## src/rtl/dlx_pkg.sv

```systemverilog
package dlx_pkg;
    typedef enum logic [1:0] {
        ST_IDLE  = 2'd0,
        ST_ISSUE = 2'd1,
        ST_WAIT  = 2'd2,
        ST_DONE  = 2'd3
    } xfer_state_e;

    localparam logic [1:0] REG_COUNT = 2'd0;
    localparam logic [1:0] REG_GO    = 2'd1;
    localparam logic [1:0] REG_BASE  = 2'd2;
    localparam logic [1:0] REG_STAT  = 2'd3;
endpackage

```

## src/rtl/dlx_regs.sv

```systemverilog
module dlx_regs #(
    parameter int CNT_W  = 24,
    parameter int ADDR_W = 32
) (
    input  logic              clk,
    input  logic              rst_n,
    input  logic              host_wr,
    input  logic [3:0]        host_addr,
    input  logic [31:0]       host_wdata,
    input  logic              busy,
    input  logic              idle,
    input  logic              viol_event,
    output logic [31:0]       host_rdata,
    output logic [CNT_W-1:0]  count_q,
    output logic [ADDR_W-1:0] base_q,
    output logic              start_pulse
);
    import dlx_pkg::*;

    logic [1:0] sel;
    logic       viol_q;
    logic       viol_clr;

    assign sel         = host_addr[3:2];
    assign start_pulse = host_wr && (sel == REG_GO) && host_wdata[0] && idle;
    assign viol_clr    = host_wr && (sel == REG_STAT) && host_wdata[0];

    always_ff @(posedge clk) begin
        if (!rst_n) begin
            count_q <= '0;
            base_q  <= '0;
        end else if (host_wr) begin
            if (sel == REG_COUNT) count_q <= host_wdata[CNT_W-1:0];
            if (sel == REG_BASE)  base_q  <= {host_wdata[ADDR_W-1:2], 2'b00};
        end
    end

    // Sticky flag: a new violation wins over a clear in the same cycle
    always_ff @(posedge clk) begin
        if (!rst_n)          viol_q <= 1'b0;
        else if (viol_event) viol_q <= 1'b1;
        else if (viol_clr)   viol_q <= 1'b0;
    end

    always_comb begin
        host_rdata = '0;
        unique case (sel)
            REG_COUNT: host_rdata = {{(32-CNT_W){1'b0}}, count_q};
            REG_GO:    host_rdata = {31'b0, busy};
            REG_BASE:  host_rdata = 32'(base_q);
            REG_STAT:  host_rdata = {31'b0, viol_q};
        endcase
    end

    assert_sticky_hold_R8: assert property (@(posedge clk) disable iff (!rst_n)
        (viol_q && !viol_clr) |=> viol_q);
    assert_sticky_cause_R8: assert property (@(posedge clk) disable iff (!rst_n)
        $rose(viol_q) |-> $past(viol_event));
endmodule

```

## src/rtl/dlx_fifo.sv

```systemverilog
module dlx_fifo #(
    parameter int DATA_W = 32,
    parameter int DEPTH  = 8
) (
    input  logic              clk,
    input  logic              rst_n,
    input  logic              push,
    input  logic [DATA_W-1:0] push_data,
    input  logic              pop,
    output logic [DATA_W-1:0] head,
    output logic              empty,
    output logic              full
);
    localparam int PW = (DEPTH > 1) ? $clog2(DEPTH) : 1;
    localparam int CW = $clog2(DEPTH + 1);

    logic [DATA_W-1:0] mem [DEPTH];
    logic [PW-1:0]     wr_ptr, rd_ptr;
    logic [CW-1:0]     fill;
    logic              do_push, do_pop;

    assign empty   = (fill == '0);
    assign full    = (fill == CW'(DEPTH));
    assign do_push = push && !full;
    assign do_pop  = pop && !empty;
    assign head    = mem[rd_ptr];

    function automatic logic [PW-1:0] bump(input logic [PW-1:0] p);
        return (p == PW'(DEPTH - 1)) ? '0 : p + PW'(1);
    endfunction

    always_ff @(posedge clk) begin
        if (do_push) mem[wr_ptr] <= push_data;
    end

    always_ff @(posedge clk) begin
        if (!rst_n) begin
            wr_ptr <= '0;
            rd_ptr <= '0;
            fill   <= '0;
        end else begin
            if (do_push) wr_ptr <= bump(wr_ptr);
            if (do_pop)  rd_ptr <= bump(rd_ptr);
            fill <= fill + CW'(do_push) - CW'(do_pop);
        end
    end

    assert_no_push_full_R5: assert property (@(posedge clk) disable iff (!rst_n)
        push |-> !full);
endmodule

```

## src/rtl/dlx_fsm.sv

```systemverilog
module dlx_fsm #(
    parameter int CNT_W  = 24,
    parameter int ADDR_W = 32,
    parameter int DATA_W = 32
) (
    input  logic              clk,
    input  logic              rst_n,
    input  logic              start_pulse,
    input  logic [CNT_W-1:0]  count_q,
    input  logic [ADDR_W-1:0] base_q,
    input  logic              fifo_full,
    input  logic              mem_req_ready,
    input  logic              mem_rsp_valid,
    input  logic [DATA_W-1:0] mem_rsp_data,
    output logic              mem_req_valid,
    output logic [ADDR_W-1:0] mem_req_addr,
    output logic              push,
    output logic [DATA_W-1:0] push_data,
    output logic              busy,
    output logic              idle,
    output logic              done
);
    import dlx_pkg::*;

    localparam int LEN_W = CNT_W + 1;
    localparam logic [LEN_W-1:0] MAX_LEN = {1'b1, {CNT_W{1'b0}}};

    xfer_state_e       state_q, state_d;
    logic [LEN_W-1:0]  left_q;
    logic [ADDR_W-1:0] addr_q;
    logic              fire;

    // State register
    always_ff @(posedge clk) begin
        if (!rst_n) state_q <= ST_IDLE;
        else        state_q <= state_d;
    end

    // Transitions
    always_comb begin
        state_d = state_q;
        unique case (state_q)
            ST_IDLE:  if (start_pulse) state_d = ST_ISSUE;
            ST_ISSUE: if (fire)        state_d = ST_WAIT;
            ST_WAIT:  if (mem_rsp_valid)
                          state_d = (left_q == LEN_W'(1)) ? ST_DONE : ST_ISSUE;
            ST_DONE:  state_d = ST_IDLE;
        endcase
    end

    // Outputs
    always_comb begin
        mem_req_valid = 1'b0;
        push          = 1'b0;
        busy          = 1'b0;
        idle          = 1'b0;
        done          = 1'b0;
        unique case (state_q)
            ST_IDLE:  idle = 1'b1;
            ST_ISSUE: begin
                busy          = 1'b1;
                mem_req_valid = !fifo_full;
            end
            ST_WAIT: begin
                busy = 1'b1;
                push = mem_rsp_valid;
            end
            ST_DONE:  done = 1'b1;
        endcase
    end

    assign fire         = mem_req_valid && mem_req_ready;
    assign mem_req_addr = addr_q;
    assign push_data    = mem_rsp_data;

    // Address and remaining-word counter
    always_ff @(posedge clk) begin
        if (!rst_n) begin
            addr_q <= '0;
            left_q <= '0;
        end else begin
            if (state_q == ST_IDLE && start_pulse) begin
                addr_q <= base_q;
                left_q <= (count_q == '0) ? MAX_LEN : LEN_W'(count_q);
            end else begin
                if (fire) addr_q <= addr_q + ADDR_W'(4);
                if (push) left_q <= left_q - LEN_W'(1);
            end
        end
    end

    assert_done_pulse_R10: assert property (@(posedge clk) disable iff (!rst_n)
        done |=> !done);
    assert_len_live_R3: assert property (@(posedge clk) disable iff (!rst_n)
        busy |-> (left_q != '0));
    assert_addr_step_R4: assert property (@(posedge clk) disable iff (!rst_n)
        fire |=> (mem_req_addr == $past(mem_req_addr) + ADDR_W'(4)));
    assert_start_idle_R7: assert property (@(posedge clk) disable iff (!rst_n)
        start_pulse |-> (state_q == ST_IDLE));
    assert_one_outstanding_R5: assert property (@(posedge clk) disable iff (!rst_n)
        (state_q == ST_WAIT) |-> !mem_req_valid);
endmodule

```

## src/rtl/dlist_xfer_engine.sv

```systemverilog
module dlist_xfer_engine #(
    parameter int CNT_W  = 24,
    parameter int ADDR_W = 32,
    parameter int DATA_W = 32,
    parameter int DEPTH  = 8
) (
    input  logic              clk,
    input  logic              rst_n,
    input  logic              host_wr,
    input  logic [3:0]        host_addr,
    input  logic [31:0]       host_wdata,
    output logic [31:0]       host_rdata,
    input  logic              host_fifo_wr,
    input  logic [DATA_W-1:0] host_fifo_data,
    input  logic              dma_fifo_wr,
    input  logic [DATA_W-1:0] dma_fifo_data,
    output logic              mem_req_valid,
    input  logic              mem_req_ready,
    output logic [ADDR_W-1:0] mem_req_addr,
    input  logic              mem_rsp_valid,
    input  logic [DATA_W-1:0] mem_rsp_data,
    input  logic              fifo_rd,
    output logic [DATA_W-1:0] fifo_rdata,
    output logic              fifo_empty,
    output logic              fifo_full
    ,output logic             xfer_done
);
    logic [CNT_W-1:0]  count_q;
    logic [ADDR_W-1:0] base_q;
    logic              start_pulse, busy, idle, viol_event;
    logic              eng_push, ext_push, fifo_push;
    logic [DATA_W-1:0] eng_data, ext_data, fifo_wdata;

    assign viol_event = busy && (host_fifo_wr || dma_fifo_wr);
    assign ext_push   = !busy && (host_fifo_wr || dma_fifo_wr) && !fifo_full;
    assign ext_data   = host_fifo_wr ? host_fifo_data : dma_fifo_data;
    assign fifo_push  = eng_push || ext_push;
    assign fifo_wdata = eng_push ? eng_data : ext_data;

    dlx_regs #(.CNT_W(CNT_W), .ADDR_W(ADDR_W)) u_regs (
        .clk, .rst_n, .host_wr, .host_addr, .host_wdata,
        .busy, .idle, .viol_event, .host_rdata,
        .count_q, .base_q, .start_pulse
    );

    dlx_fsm #(.CNT_W(CNT_W), .ADDR_W(ADDR_W), .DATA_W(DATA_W)) u_fsm (
        .clk, .rst_n, .start_pulse, .count_q, .base_q,
        .fifo_full, .mem_req_ready, .mem_rsp_valid, .mem_rsp_data,
        .mem_req_valid, .mem_req_addr,
        .push(eng_push), .push_data(eng_data),
        .busy, .idle, .done(xfer_done)
    );

    dlx_fifo #(.DATA_W(DATA_W), .DEPTH(DEPTH)) u_fifo (
        .clk, .rst_n, .push(fifo_push), .push_data(fifo_wdata),
        .pop(fifo_rd), .head(fifo_rdata), .empty(fifo_empty), .full(fifo_full)
    );

    assert_lockout_R8: assert property (@(posedge clk) disable iff (!rst_n)
        (host_fifo_wr && busy) |=> !$past(fifo_push && !eng_push));
endmodule

```

## config.mk

```make
export PLATFORM = sky130hd
export DESIGN_NAME = dlist_xfer_engine
export DESIGN_NICKNAME = d
export VERILOG_FILES = /design/src/rtl/dlx_pkg.sv /design/src/rtl/dlx_regs.sv /design/src/rtl/dlx_fifo.sv /design/src/rtl/dlx_fsm.sv /design/src/rtl/dlist_xfer_engine.sv
export SDC_FILE = /design/constraint.sdc
export NUM_CORES = 1
export LEC_CHECK = 0
export BUFFER_PORTS_ARGS = -buffer_cell sky130_fd_sc_hd__buf_2
export CORE_ASPECT_RATIO = 2
export CORE_MARGIN = 3
export CORE_UTILIZATION = 50
export CTS_BUF_LIST = sky130_fd_sc_hd__clkbuf_8 sky130_fd_sc_hd__clkbuf_16
export DETAILED_ROUTE_END_ITERATION = 8
export PLACE_DENSITY = 0.71
export SLEW_MARGIN = 0
export SYNTH_ARGS = -nofsm -noshare
export SYNTH_HDL_FRONTEND = slang
export SYNTH_SLANG_ARGS = --single-unit
```

## constraint.sdc

```tcl
create_clock -name clk -period 12.3 [get_ports clk]
set_input_delay 0 -clock clk [delete_from_list [all_inputs] [get_ports clk]]
set_output_delay 0 -clock clk [all_outputs]
set_load 0.02 [all_outputs]
```

==> results.md <==
Critical path:
- For the worst flop-to-flop path, the logic depth is 7.
- The arrival time of data at the critical path endpoint is 3080 ps.
- The critical path is of the reg2out type.
- The critical-path maximum fanout is 50.
- Across all register-to-register paths, the minimum setup slack is 9280 ps.
- The endpoint of the most critical register-to-register path is u_fifo.mem[5][16].
- The startpoint of the lowest-slack register-to-register path is u_fsm.state_q[0].
- The required time reported for the critical path endpoint is 12300 ps.
- The critical path endpoint category is an output pin.
- STA classifies the critical path startpoint as a flop.

Synth:
- For this run, the leading register cell type out of synthesis is sky130_fd_sc_hd__edfxtp_1.
- After synthesis, the share of cell area in mux cells is 14.5%.
- Summing the sequential cell areas from Yosys gives 62.2% of the chip area.
- The number of synthesized register bits is 381.
- By area the synthesized netlist is led by sky130_fd_sc_hd__edfxtp_1 (47%), sky130_fd_sc_hd__dfxtp_1 (15%), sky130_fd_sc_hd__mux4_2 (8.8%).
- The synthesized design spends more area on one cell type than any other, namely sky130_fd_sc_hd__edfxtp_1.
- The top cell type by area accounts for 46.9% of the synthesized area.
- The number of flops mapped to enable cells by yosys is 256.
- The cell area that synthesis handed to floorplanning was 16400 µm².
- After Yosys synthesis, and, or, nand and nor cells account for 10.4% of the synthesized area.
- Counting flops with an async set or reset pin after synthesis yields a share of 0%.
- The synthesized instance count is 1246.
- During synthesis, Yosys emitted a total of 0 warnings.
- The synthesized area divided by synthesized cell count is 13.2 µm².
- The netlist uses 55 different library cells.
- The post-synthesis share of cell area spent on full adders, half adders and majority gates is 1.50%.
- The share of the synthesized area in compound gates (AO/OA/AOI/OAI) is 6.35%.
- The fraction of synthesized cell area in xor and xnor cells is 2.89%.
- By area, the combinational part of the netlist is dominated by multiplexers.

Die:
- The total area inside the core boundary comes to 32200 µm².
- The effective utilization at floorplan is 50.9%.
- The row count is 93.
- Measured along the x axis, the die boundary spans 134 µm.
- The die covers 35100 µm².
- 240 I/O pins were placed.
- In this run the vertical extent of the chip is 262 µm.

STA:
- The final-report hold violation count is 0.
- The share of the cycle needed by the critical path after routing is 25.1%.
- Across all hold checks on the routed design, the worst slack comes to 9.34 ps.
- For the pin with the worst max-slew slack, the measured transition is 1200 ps.
- Setup repair after global routing left no endpoint under its margin.
- The smallest clock period supported by the final layout is computed as 3080 ps.
- The clock arrives with 20.3 ps of skew.
- The maximum clock rate is 0.324 GHz.
- The worst setup slack after layout is 9220 ps.
- The total count of max-transition violations in the final report is 0.
- Setup violations remaining at the end of the flow were counted as 0.
- Adding up every negative setup slack in the final design gives 0 ps.
- The worst max-slew margin expressed relative to the limit is 20.1%.

Pwr:
- Total power for the finished layout comes to 3.47 mW.
- Net switching is 29.5% of the power.
- The worst-case IR drop observed on VDD is 0.000124 V.
- The share of total power dissipated in combinational logic is 25.1%.
- The static leakage is 6.98 nW.
- The power density over cell area is 178 nW/µm².
- The fraction of power consumed by sequential logic is 47.4%.
- The clock network fraction of design power is 27.5%.
- The power spent charging and discharging nets is 1.02 mW.
- Cell internal power was estimated by the tool at 2.45 mW.

Place:
- The congestion estimate from routability-driven global placement came to 0.888.
- The placed instances occupy a cell area of 18000 µm².
- The half-perimeter wire length after placement is 26400 µm.
- The count of input and output buffers is 235.
- Including well taps, the total number of placed cells is 1853.
- OpenSTA, run right after detailed placement, puts the worst setup slack at 9230 ps.

Clock network:
- The number of hold buffers added after CTS is 47.
- Clock tree synthesis inserted a total of 31 buffers.
- The H-tree depth reported by CTS is 1.
- After clock tree synthesis, the clock-pin slew on the worst setup and hold paths is 70 ps.
- The post-CTS setup buffer count is 0.
- The clock net in this run drives a total of 381 sinks.
- In this run the deepest clock path goes through 3 buffers.
- At the later pin of the worst-skew pair, clock insertion delay measures 570 ps.
- Clock tree synthesis selected as its root buffer the cell sky130_fd_sc_hd__clkbuf_16.
- TritonCTS built the clock tree.
- The number of gates resized after CTS was 0.

Cells and area:
- The final-stage net count is 1665.
- The growth of design area from synthesis to finish is 18.7%.
- For this run, the number of standard cells in the final layout without fillers is 1958.
- The top cell types in the final layout, fill and taps aside, are sky130_fd_sc_hd__edfxtp_1 (256), sky130_fd_sc_hd__buf_2 (235), sky130_fd_sc_hd__nand2_1 (169).
- The fraction of final layout cells sized beyond drive strength 1 is 27.3%.
- The finished cells cover 19400 µm².
- The fraction of the core area covered by cells at the end of the flow is 60.3%.
- The number of antenna diodes in the final layout is 0.
- The most common cell after layout, fill and taps aside is sky130_fd_sc_hd__edfxtp_1.

Min path:
- The worst hold path was traced through 3 stages.
- The endpoint of the worst hold path is u_fifo.mem[2][7].
- The class of the tightest hold or removal check is in2reg.
- The worst hold path begins at mem_rsp_data[7].

Status:
- The run finished with clean final reports.

Global routing:
- The total track usage is 22.6%.
- The sum of overflow across all layers after global routing is 0.
- The first global-routing pass estimated 61800 µm of wire.
- The pin count of the biggest net entering global routing is 90.
- The initial antenna violation count came to 0.
- The number of global-route vias before repair is 11400.

Route:
- The via density per instance is 5.61.
- The violation count after the first detailed-routing iteration is 432.
- The final route contains 11000 vias.
- Before antenna repair, the detailed router went through 5 iterations.
- The number of antenna-violating nets in the routed design is 0.
- After detailed routing, the average wire length per cell comes to 20.6 µm.
- The final layout contains routed wiring with a total length of 40300 µm.
- After detailed routing, the number of remaining DRC violations is 0.

Job:
- The number of maximum-capacitance violations is 0.
[cells by family after synthesis]
logic type               count (synthesis)
XOR/XNOR                                54
flip-flops                             381
multiplexers                           154
AO/OA/AOI/OAI                          190
buffers and inverters                   91
other                                    1
adder cells (fa/ha/maj)                 19
AND/OR/NAND/NOR                        356
[Yosys cell counts (all sizes together), types with 4 or more instances]
cell / n
a22oi: 7
xnor2: 32
buf: 16
mux2i: 58
a211oi: 17
nor3: 16
o22ai: 8
or4: 5
nor2: 63
a21oi: 87
nand2b: 4
nor3b: 7
or3: 6
and3: 8
and2: 13
nor4: 17
nand4: 19
ha: 18
nand2: 170
xor2: 22
nand3: 13
o21ai: 64
inv: 18
edfxtp: 256
dfxtp: 125
mux4: 64
clkbuf: 57
mux2: 32
[metal layers]
layer,vias to the layer above,global-route usage (%),wire [µm]
met2,344,43.9,22600
met1,5406,24.3,14200
met4,0,10.3,1810
met3,66,2.32,1770
met5,-,0,0
li1,5170,-,-
[sequential cells by signal, summed over array words and instances (netlist names), named ones only]
name and flops:
u_fifo.mem 256, u_fsm.left_q 25, u_fifo.rd_ptr 3, u_regs.base_q 30, u_fifo.fill 4, u_fsm.state_q 2, u_regs.count_q 24, u_regs.viol_q 1
u_fsm.mem_req_addr 30, u_fifo.wr_ptr 3
[final cells by class]
class / count / area [µm²]
Multi-Input combinational cell: 775 / 5910
Fill cell: 2524 / 12800
Clock inverter: 27 / 195
Timing Repair Buffer: 299 / 1770
Sequential cell: 381 / 10200
Inverter: 18 / 67.6
Tap cell: 427 / 534
Clock buffer: 31 / 776
[power groups by stage]
| stage | Combinational [mW] | Sequential (mW) | Clock (mW) |
|---|---|---|---|
| finish | 0.871 | 1.64 | 0.956 |
| global placement | 0.863 | 1.66 | 0 |
| CTS | 0.889 | 1.64 | 0.976 |
| global route | 0.947 | 1.66 | 1.02 |
| detailed placement | 0.874 | 1.67 | 0 |
| floorplan | 0.608 | 1.65 | 0 |
[worst max-delay path, stage by stage (launching register included)]
cell	delay (ps)
sky130_fd_sc_hd__dfxtp_4	540
sky130_fd_sc_hd__buf_4	810
sky130_fd_sc_hd__mux4_2	600
sky130_fd_sc_hd__mux2_2	310
sky130_fd_sc_hd__buf_2	170
[worst max path at each step]
stage                                start  slack, ps           endpoint  cells after the start
after floorplan           u_fsm.state_q[0]       7900   u_fifo.mem[5][0]                      6
after global placement    u_fsm.state_q[0]       9300  u_fifo.mem[5][18]                      7
after detailed placement  u_fsm.state_q[0]       9230  u_fifo.mem[4][15]                      7
after CTS                             flop       9100     fifo_rdata[29]                      4
after global routing      u_fsm.state_q[0]       8990  u_fifo.mem[4][18]                      7
final                                 flop       9220     fifo_rdata[29]                      4
Note: power is estimated with default switching activity, not from simulation.
